### src/rtl/rcv_pkg.sv
package rcv_pkg;

  typedef enum logic [2:0] {
    ACT_NONE     = 3'd0,
    ACT_COND_OFF = 3'd1,
    ACT_MOD_RST  = 3'd2,
    ACT_ROLLBACK = 3'd3,
    ACT_OS_IRQ   = 3'd4
  } rcv_action_e;

  typedef enum logic [2:0] {
    ST_IDLE,
    ST_COND_OFF,
    ST_FLUSH,
    ST_MOD_RST,
    ST_ROLLBACK,
    ST_OS_IRQ
  } rcv_state_e;

endpackage

### src/rtl/rcv_arbiter.sv
module rcv_arbiter #(
  parameter int NUM_SRC = 4,
  parameter int IDX_W   = 2
) (
  input  logic [NUM_SRC-1:0] valid,
  output logic               any,
  output logic [IDX_W-1:0]   idx,
  output logic [NUM_SRC-1:0] onehot
);
  // lowest index wins: scan downward so the last hit is the lowest
  always_comb begin
    any = 1'b0;
    idx = '0;
    for (int i = NUM_SRC - 1; i >= 0; i--) begin
      if (valid[i]) begin
        any = 1'b1;
        idx = IDX_W'(i);
      end
    end
    onehot = '0;
    if (any) onehot[idx] = 1'b1;
  end
endmodule

### src/rtl/rcv_policy.sv
module rcv_policy
  import rcv_pkg::*;
(
  input  logic        post,
  input  logic        local_fx,
  input  logic        ckpt,
  output rcv_action_e action
);
  always_comb begin
    if (!post)         action = ACT_COND_OFF;
    else if (local_fx) action = ACT_MOD_RST;
    else if (ckpt)     action = ACT_ROLLBACK;
    else               action = ACT_OS_IRQ;
  end
endmodule

### src/rtl/rcv_sequencer.sv
module rcv_sequencer
  import rcv_pkg::*;
#(
  parameter int IDX_W = 2,
  parameter int MOD_W = 4
) (
  input  logic              clk,
  input  logic              rst,
  input  logic              start,
  input  logic [IDX_W-1:0]  start_idx,
  input  rcv_action_e       start_action,
  input  logic [MOD_W-1:0]  start_mod,
  input  logic              cond_off_done,
  input  logic              flush_done,
  input  logic              mod_rst_done,
  input  logic              rollback_done,
  input  logic              os_irq_done,
  output logic              busy,
  output logic              cond_off_req,
  output logic              flush_req,
  output logic              mod_rst_req,
  output logic [MOD_W-1:0]  mod_rst_tgt,
  output logic              rollback_req,
  output logic              os_irq_req,
  output logic [2:0]        stat_action,
  output logic [IDX_W-1:0]  stat_src
);
  rcv_state_e        state;
  rcv_action_e       act_q;
  logic [IDX_W-1:0]  src_q;

  always_ff @(posedge clk) begin
    if (rst) begin
      state        <= ST_IDLE;
      act_q        <= ACT_NONE;
      src_q        <= '0;
      mod_rst_tgt  <= '0;
      busy         <= 1'b0;
      cond_off_req <= 1'b0;
      flush_req    <= 1'b0;
      mod_rst_req  <= 1'b0;
      rollback_req <= 1'b0;
      os_irq_req   <= 1'b0;
      stat_action  <= 3'd0;
      stat_src     <= '0;
    end else begin
      case (state)
        ST_IDLE: begin
          if (start) begin
            src_q       <= start_idx;
            act_q       <= start_action;
            mod_rst_tgt <= start_mod;
            busy        <= 1'b1;
            if (start_action == ACT_COND_OFF) begin
              state        <= ST_COND_OFF;
              cond_off_req <= 1'b1;
            end else begin
              state     <= ST_FLUSH;
              flush_req <= 1'b1;
            end
          end
        end
        ST_COND_OFF: begin
          if (cond_off_done) begin
            cond_off_req <= 1'b0;
            state        <= ST_IDLE;
            busy         <= 1'b0;
            stat_action  <= act_q;
            stat_src     <= src_q;
          end
        end
        ST_FLUSH: begin
          if (flush_done) begin
            flush_req <= 1'b0;
            case (act_q)
              ACT_MOD_RST: begin
                state       <= ST_MOD_RST;
                mod_rst_req <= 1'b1;
              end
              ACT_ROLLBACK: begin
                state        <= ST_ROLLBACK;
                rollback_req <= 1'b1;
              end
              default: begin
                state      <= ST_OS_IRQ;
                os_irq_req <= 1'b1;
              end
            endcase
          end
        end
        ST_MOD_RST: begin
          if (mod_rst_done) begin
            mod_rst_req <= 1'b0;
            state       <= ST_IDLE;
            busy        <= 1'b0;
            stat_action <= act_q;
            stat_src    <= src_q;
          end
        end
        ST_ROLLBACK: begin
          if (rollback_done) begin
            rollback_req <= 1'b0;
            state        <= ST_IDLE;
            busy         <= 1'b0;
            stat_action  <= act_q;
            stat_src     <= src_q;
          end
        end
        ST_OS_IRQ: begin
          if (os_irq_done) begin
            os_irq_req  <= 1'b0;
            state       <= ST_IDLE;
            busy        <= 1'b0;
            stat_action <= act_q;
            stat_src    <= src_q;
          end
        end
        default: state <= ST_IDLE;
      endcase
    end
  end
endmodule

### src/rtl/rcv_ctrl.sv
module rcv_ctrl
  import rcv_pkg::*;
#(
  parameter int NUM_SRC = 4,
  parameter int MOD_W   = 4,
  localparam int IDX_W  = (NUM_SRC > 1) ? $clog2(NUM_SRC) : 1
) (
  input  logic                     clk,
  input  logic                     rst,
  input  logic [NUM_SRC-1:0]       det_valid,
  input  logic [NUM_SRC-1:0]       det_post,
  input  logic [NUM_SRC-1:0]       det_local,
  input  logic [NUM_SRC*MOD_W-1:0] det_mod,
  input  logic                     ckpt_avail,
  output logic [NUM_SRC-1:0]       det_grant,
  output logic                     busy,
  output logic                     cond_off_req,
  input  logic                     cond_off_done,
  output logic                     flush_req,
  input  logic                     flush_done,
  output logic                     mod_rst_req,
  output logic [MOD_W-1:0]         mod_rst_tgt,
  input  logic                     mod_rst_done,
  output logic                     rollback_req,
  input  logic                     rollback_done,
  output logic                     os_irq_req,
  input  logic                     os_irq_done,
  output logic [2:0]               stat_action,
  output logic [IDX_W-1:0]         stat_src
);
  logic               win_any;
  logic [IDX_W-1:0]   win_idx;
  logic [NUM_SRC-1:0] win_onehot;
  logic [MOD_W-1:0]   mod_arr [NUM_SRC];
  logic               sel_post, sel_local;
  logic [MOD_W-1:0]   sel_mod;
  rcv_action_e        sel_action;
  logic               start;

  genvar g;
  generate
    for (g = 0; g < NUM_SRC; g++) begin : g_mod
      assign mod_arr[g] = det_mod[g*MOD_W +: MOD_W];
    end
  endgenerate

  rcv_arbiter #(.NUM_SRC(NUM_SRC), .IDX_W(IDX_W)) arb_i (
    .valid  (det_valid),
    .any    (win_any),
    .idx    (win_idx),
    .onehot (win_onehot)
  );

  assign sel_post  = det_post[win_idx];
  assign sel_local = det_local[win_idx];
  assign sel_mod   = mod_arr[win_idx];

  rcv_policy pol_i (
    .post     (sel_post),
    .local_fx (sel_local),
    .ckpt     (ckpt_avail),
    .action   (sel_action)
  );

  assign start = win_any && !busy;

  always_ff @(posedge clk) begin
    if (rst) det_grant <= '0;
    else     det_grant <= start ? win_onehot : '0;
  end

  rcv_sequencer #(.IDX_W(IDX_W), .MOD_W(MOD_W)) seq_i (
    .clk           (clk),
    .rst           (rst),
    .start         (start),
    .start_idx     (win_idx),
    .start_action  (sel_action),
    .start_mod     (sel_mod),
    .cond_off_done (cond_off_done),
    .flush_done    (flush_done),
    .mod_rst_done  (mod_rst_done),
    .rollback_done (rollback_done),
    .os_irq_done   (os_irq_done),
    .busy          (busy),
    .cond_off_req  (cond_off_req),
    .flush_req     (flush_req),
    .mod_rst_req   (mod_rst_req),
    .mod_rst_tgt   (mod_rst_tgt),
    .rollback_req  (rollback_req),
    .os_irq_req    (os_irq_req),
    .stat_action   (stat_action),
    .stat_src      (stat_src)
  );
endmodule

### config.mk
export PLATFORM = sky130hd
export DESIGN_NAME = rcv_ctrl
export DESIGN_NICKNAME = d
export VERILOG_FILES = /design/src/rtl/rcv_pkg.sv /design/src/rtl/rcv_arbiter.sv /design/src/rtl/rcv_policy.sv /design/src/rtl/rcv_sequencer.sv /design/src/rtl/rcv_ctrl.sv
export SDC_FILE = /design/constraint.sdc
export NUM_CORES = 1
export LEC_CHECK = 0
export ABC_CLOCK_PERIOD_IN_PS = 2800
export BUFFER_PORTS_ARGS = -buffer_cell sky130_fd_sc_hd__buf_2
export CAP_MARGIN = 10
export CORE_UTILIZATION = 40
export DETAILED_ROUTE_END_ITERATION = 10
export PLACE_DENSITY = 0.78
export SLEW_MARGIN = 20
export SYNTH_ARGS = -nofsm -noshare
export SYNTH_HDL_FRONTEND = slang
export SYNTH_HIERARCHICAL = 1
export SYNTH_SLANG_ARGS = --single-unit
### constraint.sdc
create_clock -name clk -period 2.8 [get_ports clk]
set_input_delay 0.14 -clock clk [delete_from_list [all_inputs] [get_ports clk]]
set_output_delay 0.14 -clock clk [all_outputs]
set_load 0.05 [all_outputs]
; Word level (Yosys, flattened, before mapping)
; Index checks and enable logic that the tools add are counted.
[word_totals]
output_inout_bits = 19
reg_bits = 27
elab_cells = 121
inputBits = 36
[op_classes]
n_reduce_logical = 22
eq_ne = 19
order_cmp = 3
n_bitwise = 3
mux = 61
[op_table]
columns = cell, count
row1 = two-way mux 3 bit, 13
row2 = two-way mux 1 bit, 23
row3 = AND reduction 4 bit, 5
row4 = two-way mux 2 bit, 9
row5 = one-hot mux 3 bit (6 select lines), 1
row6 = "inequality test 2 bit, second input constant", 8
row7 = "equality test 3 x 2 -> 1 bit, second input constant", 4
row8 = one-hot mux 3 bit (4 select lines), 1
row9 = AND reduction 6 bit, 2
row10 = one-hot mux 1 bit (2 select lines), 5
row11 = nonzero test 2 bit, 5
row12 = binary-select mux 4 bit (select 2 bit), 1
row13 = two-way mux 4 bit, 2
row14 = one-hot mux 2 bit (4 select lines), 1
row15 = "equality test 3 x 1 -> 1 bit, second input constant", 2
row16 = "equality test 3 bit, second input constant", 2
row17 = "inequality test 2 x 1 -> 1 bit, second input constant", 3
row18 = one-hot mux 3 bit (2 select lines), 1
row19 = one-hot mux 1 bit (5 select lines), 1
row20 = AND reduction 5 bit, 1
row21 = nonzero test 5 bit, 1
row22 = binary-select mux 1 bit (select 2 bit), 2
row23 = nonzero test 4 bit, 1
row24 = "greater-or-equal comparator 3 bit, second input constant", 1
row25 = other kinds (11), 13

; Logic depth before layout (Yosys ltp)
[depth]
word_depth = 12
depth_mapped = 9
mapped_depth_nobuf = 8

; By module
; Netlist, hierarchy kept.
[modules_own_cells]
columns = module, cells_each, area_each_um2, n_inst, seq_area_each_um2
row1 = rcv_sequencer, 114, 1001.0, 1, 460.4
row2 = rcv_ctrl, 16, 272.8, 1, 80.1
row3 = rcv_arbiter, 11, 50.0, 1, 0.0
row4 = rcv_policy, 4, 32.5, 1, 0.0

; Worst setup path before layout
; No wires, ideal clock.
[synth_timing]
kind = input to register
startpoint = input port det_valid[2]
endpoint = register seq_i.state[1]
path_slack_ns = 0.675
setup_time_ns = 0.091
arrival_ns = 2.034
t_required_ns = 2.709
cell_stages = 9
n_path_buf = 1
cell_sequence = nand2b_1 > a21oi_1 > buf_6 > mux4_2 > nor3b_2 > nor3b_1 > nor4_1 > nor2_1 > a311oi_1
[synth_between]
elab_chain_len = 11
word_cells_on_any_way = 19
cone_classes = 2 x eq/ne / 15 x mux / 2 x reduce/logical
[synth_lines]
columns = element, line_no
row1 = start: declaration, rcv_ctrl.sv:10  ; input logic [NUM_SRC-1:0] det_valid,
row2 = two-way mux 2 bit (3 in a row), rcv_arbiter.sv:15  ; if (valid[i]) begin
row3 = via win_idx[0], rcv_ctrl.sv:32  ; logic [IDX_W-1:0] win_idx;
row4 = binary-select mux 1 bit (select 2 bit), rcv_ctrl.sv:55  ; assign sel_local = det_local[win_idx];
row5 = two-way mux 1 bit (implied by the code), rcv_ctrl.sv:55
row6 = via sel_local, rcv_ctrl.sv:35  ; logic sel_post, sel_local;
row7 = two-way mux 3 bit, rcv_policy.sv:11  ; else if (local_fx) action = ACT_MOD_RST;
row8 = two-way mux 3 bit, rcv_policy.sv:10  ; if (!post) action = ACT_COND_OFF;
row9 = via sel_action[2], rcv_ctrl.sv:37  ; rcv_action_e sel_action;
row10 = equality test 3 x 1 -> 1 bit, rcv_sequencer.sv:54  ; if (start_action == ACT_COND_OFF) begin
row11 = two-way mux 2 bit, rcv_sequencer.sv:54
row12 = two-way mux 3 bit, rcv_sequencer.sv:49  ; if (start) begin
row13 = one-hot mux 3 bit (6 select lines), rcv_sequencer.sv:47  ; case (state)
row14 = end signal: assignment, rcv_sequencer.sv:55  ; state <= ST_COND_OFF;
row15 = end signal: assignment, rcv_sequencer.sv:58  ; state <= ST_FLUSH;
row16 = end signal: assignment, rcv_sequencer.sv:66  ; state <= ST_IDLE;
row17 = end: declaration, rcv_sequencer.sv:28  ; rcv_state_e state;
; The timed path passes the listed nets, and every way through them passes these cells. The select of a mux whose other input is x is not followed.
; A chain may end at the register's enable or synchronous reset.

; Final worst setup path
; Ends and elaborated chain as after synthesis.

==> results.cfg <==
[outcome]
status = completed

[synthesis]
yosysTopAreaCell = dfxtp_1
synth_top_cells_by_area = dfxtp_1, mux4_2, mux2i_1, nand2_1, a21oi_1
ys_types = 32
synth_nets = 181
synthMuxAreaShare_pct = 16.6
ys_seq_area_share_pct = 39.9
synth_compound_area_share_pct = 13.3
synth_adder_area_share_pct = 0
netlist_area_um2 = 1360
syn-instance-count = 145
yosys.area_share.simple_pct = 25.5
yosys.area.top_type_share_pct = 39.9
synth_xor_area_share_pct = 0
synth_top_family_by_area = simple AND/OR/NAND/NOR gates
ys_ff_latch = 27
syn_avg_cell_area_um2 = 9.35
yosys_warnings = 6

[sta]
hold_viol_final = 0
min_period_over_period_pct = 74.0
clock_skew_ps = 10.0
fin_crit_ps = 2070
whs_ps = 136
worst_pin_slew_ps = 526
relSlewSlack_pct = 64.8
fmax_ghz = 0.482
tns_ps = 0
drv_slew = 0
rsz0062_at_grt = false
setup-violations-final = 0

[drt]
wl_um = 2920
via_per_inst = 5.16
avgRoutedWirePerCell_um = 12.1
antenna_left = 0
route.detailed.drc = 0
drtIter0Drc = 69
vias = 1243
drt_pass1_iterations = 4

[worst_setup_path]
cp_top_family = simple AND/OR/NAND/NOR gates
critPathMaxFanout = 7
slowest_delay_ps = 560
start_kind = primary input
required_ps = 3030
crit_chain = buf_2, nand2b_1, a21oi_1, buf_4, mux4_2, nor3b_2, nor3b_1, nor4_1, nor2_1, a311oi_1
cpMaxStageDelayCell = mux4_2
end_kind = flop
path_class = primary input to flop
worstPathArrival_ps = 2310
path_buf_inv = 2

[final_layout]
fillerInstances = 302
insertedDiodeCount = 0
nets = 234
drive_above_1_share_pct = 35.5
seq_area_um2 = 541
multi_input_area_um2 = 751
area_delta_synth_final_pct = 23.2

[floorplan]
start_util_pct = 43.4
die-height_um = 60.2
fp.dieW_um = 60.2
dieArea_um2 = 3630
num_rows = 20
pin_count = 55
coreArea_um2 = 3130

[pwr]
swShare_pct = 46.2
leakagePower_uw = 0.000725
switchingPower_uw = 647
combPwrFrac_pct = 47.7
cellPowerDensity_nw_per_um2 = 839
ir_worst_vdd_v = 0.000472
power_frac_seq_pct = 40.8
internal_power_uw = 754
clkPwrFrac_pct = 11.5

[clock_network]
clkSinkCount = 27
clk_latency_ps = 320
cts_setup_buffers = 0
cts_tree = done
clk_pin_slew_ps = 130
numCtsBuffers = 3
clockBufferDepth = 2
cts_resized = 0
postCtsHoldBufs = 0
ctsRootBufferMaster = clkbuf_4
htree_levels = 1

[grt]
antenna_found_initial = 0
grt_pass1_vias = 1092
grt-ovfl-total = 0
grt_util_all_layers_pct = 17.7
grt_max_degree = 28
grt_pass1_wl_um = 4780

[placed_design]
gp_congestion = 0.811
hpwl_um = 2260
portBuffers = 54

[job]
drv_cap = 0

[min_path]
hold_path.class = primary input to flop
## routing by layer
metal	global-route usage [%]	vias to the layer above	share of wire, %
met3	4.76	2	8.1
met2	27.5	53	45
met1	23.9	566	46
li1	-	622	-
met4	4.98	0	0.62
met5	0	-	0
## kinds of logic (layout without fill, tap and decap cells)
| logic type | Yosys count | after routing |
|---|---|---|
| and+or+nand+nor | 66 | 66 |
| DFF | 27 | 27 |
| AOI/OAI and AO/OA | 26 | 26 |
| muxes | 15 | 15 |
| buffers and inverters | 11 | 63 |
## cell usage after synthesis
| cell | number |
|---|---|
| dfxtp_1 | 27 |
| nand2_1 | 22 |
| nor2_1 | 16 |
| a21oi_1 | 14 |
| mux2i_1 | 9 |
| mux4_2 | 6 |
| nor3_1 | 6 |
| a22oi_1 | 5 |
| nand2b_1 | 4 |
| nor4bb_1 | 4 |
| clkbuf_1 | 3 |
| inv_1 | 3 |
| a311oi_1 | 2 |
| and2_1 | 2 |
| and2b_1 | 2 |
| buf_4 | 2 |
| buf_6 | 2 |
| nor2b_1 | 2 |
| and3_1 | 1 |
| and3b_1 | 1 |
| buf_2 | 1 |
| nand4b_1 | 1 |
| nand4bb_1 | 1 |
| nor3b_1 | 1 |
| nor3b_2 | 1 |
| nor4_1 | 1 |
| o211ai_1 | 1 |
| o21a_1 | 1 |
| o21ai_0 | 1 |
| o21ai_2 | 1 |
| o311ai_4 | 1 |
| or2_2 | 1 |
## path summary, 6_finish.rpt
check                                    from                                 to  slack (ps)  cells past startpoint
setup / recovery                 det_valid[2]        seq_i/state[1]$_SDFFE_PP0P_         730                     10
hold / removal                   det_valid[0]            det_grant[0]$_SDFF_PP0_         140                      2
setup reg to reg  seq_i/state[0]$_SDFFE_PP0P_  seq_i/stat_action[0]$_SDFFE_PP0P_        1160                      4
hold reg to reg   seq_i/src_q[1]$_SDFFE_PP0P_        seq_i/src_q[1]$_SDFFE_PP0P_         470                      2
## sequential cells by signal, summed over array words and instances (netlist names)
register and flops:
seq_i/os_irq_req 1, seq_i/cond_off_req 1, seq_i/busy 1, seq_i/stat_src 2
seq_i/mod_rst_tgt 4, seq_i/src_q 2, seq_i/flush_req 1, seq_i/rollback_req 1
seq_i/act_q 3, seq_i/mod_rst_req 1, det_grant 4, seq_i/state 3
seq_i/stat_action 3
## power by group through the flow
stage                     logic (uW)  clock network [uW]  registers, uW
after global routing             726                 185            588
final                            668                 162            571
after detailed placement         667                   0            578
after floorplan                  405                   0            710
after CTS                        670                 171            569
after global placement           657                   0            578
## through the flow
step	power, uW	utilization, %	cell area (um^2)	setup WS (ps)	std cells
6_report	1400	53.4	1670	727	241
5_1_grt	1500	53.4	1670	531	241
4_1_cts	1410	53.4	1670	743	241
3_5_place_dp	1250	52.5	1640	406	237
3_3_place_gp	1230	52.5	1640	492	237
2_1_floorplan	1120	-	1360	675	145
## final cells by class
| class | instances | share of cell area, % |
|---|---|---|
| Multi-Input combinational cell | 107 | 44.9 |
| Sequential cell | 27 | 32.4 |
| Clock buffer | 3 | 1.35 |
| Inverter | 3 | 0.674 |
| Timing Repair Buffer | 56 | 17.1 |
| Clock inverter | 1 | 0.300 |
| Tap cell | 44 | 3.30 |
## worst reg2reg max path, cell delays in order (launching register included)
cell and delay, ps:
dfxtp_1 550, inv_1 150, o311ai_4 540, mux2i_1 240, nor2_1 50
## placed cells by master (no fill, tap or decap), drive strengths merged, types with 4 or more instances in the layout
| cell type | synthesis | layout |
|---|---|---|
| nand2 | 22 | 22 |
| nand2b | 4 | 4 |
| mux4 | 6 | 6 |
| nor4bb | 4 | 4 |
| a22oi | 5 | 5 |
| nor2 | 16 | 16 |
| a21oi | 14 | 14 |
| mux2i | 9 | 9 |
| dfxtp | 27 | 27 |
| buf | 5 | 56 |
| nor3 | 6 | 6 |
(Power assumes the default switching activity.)
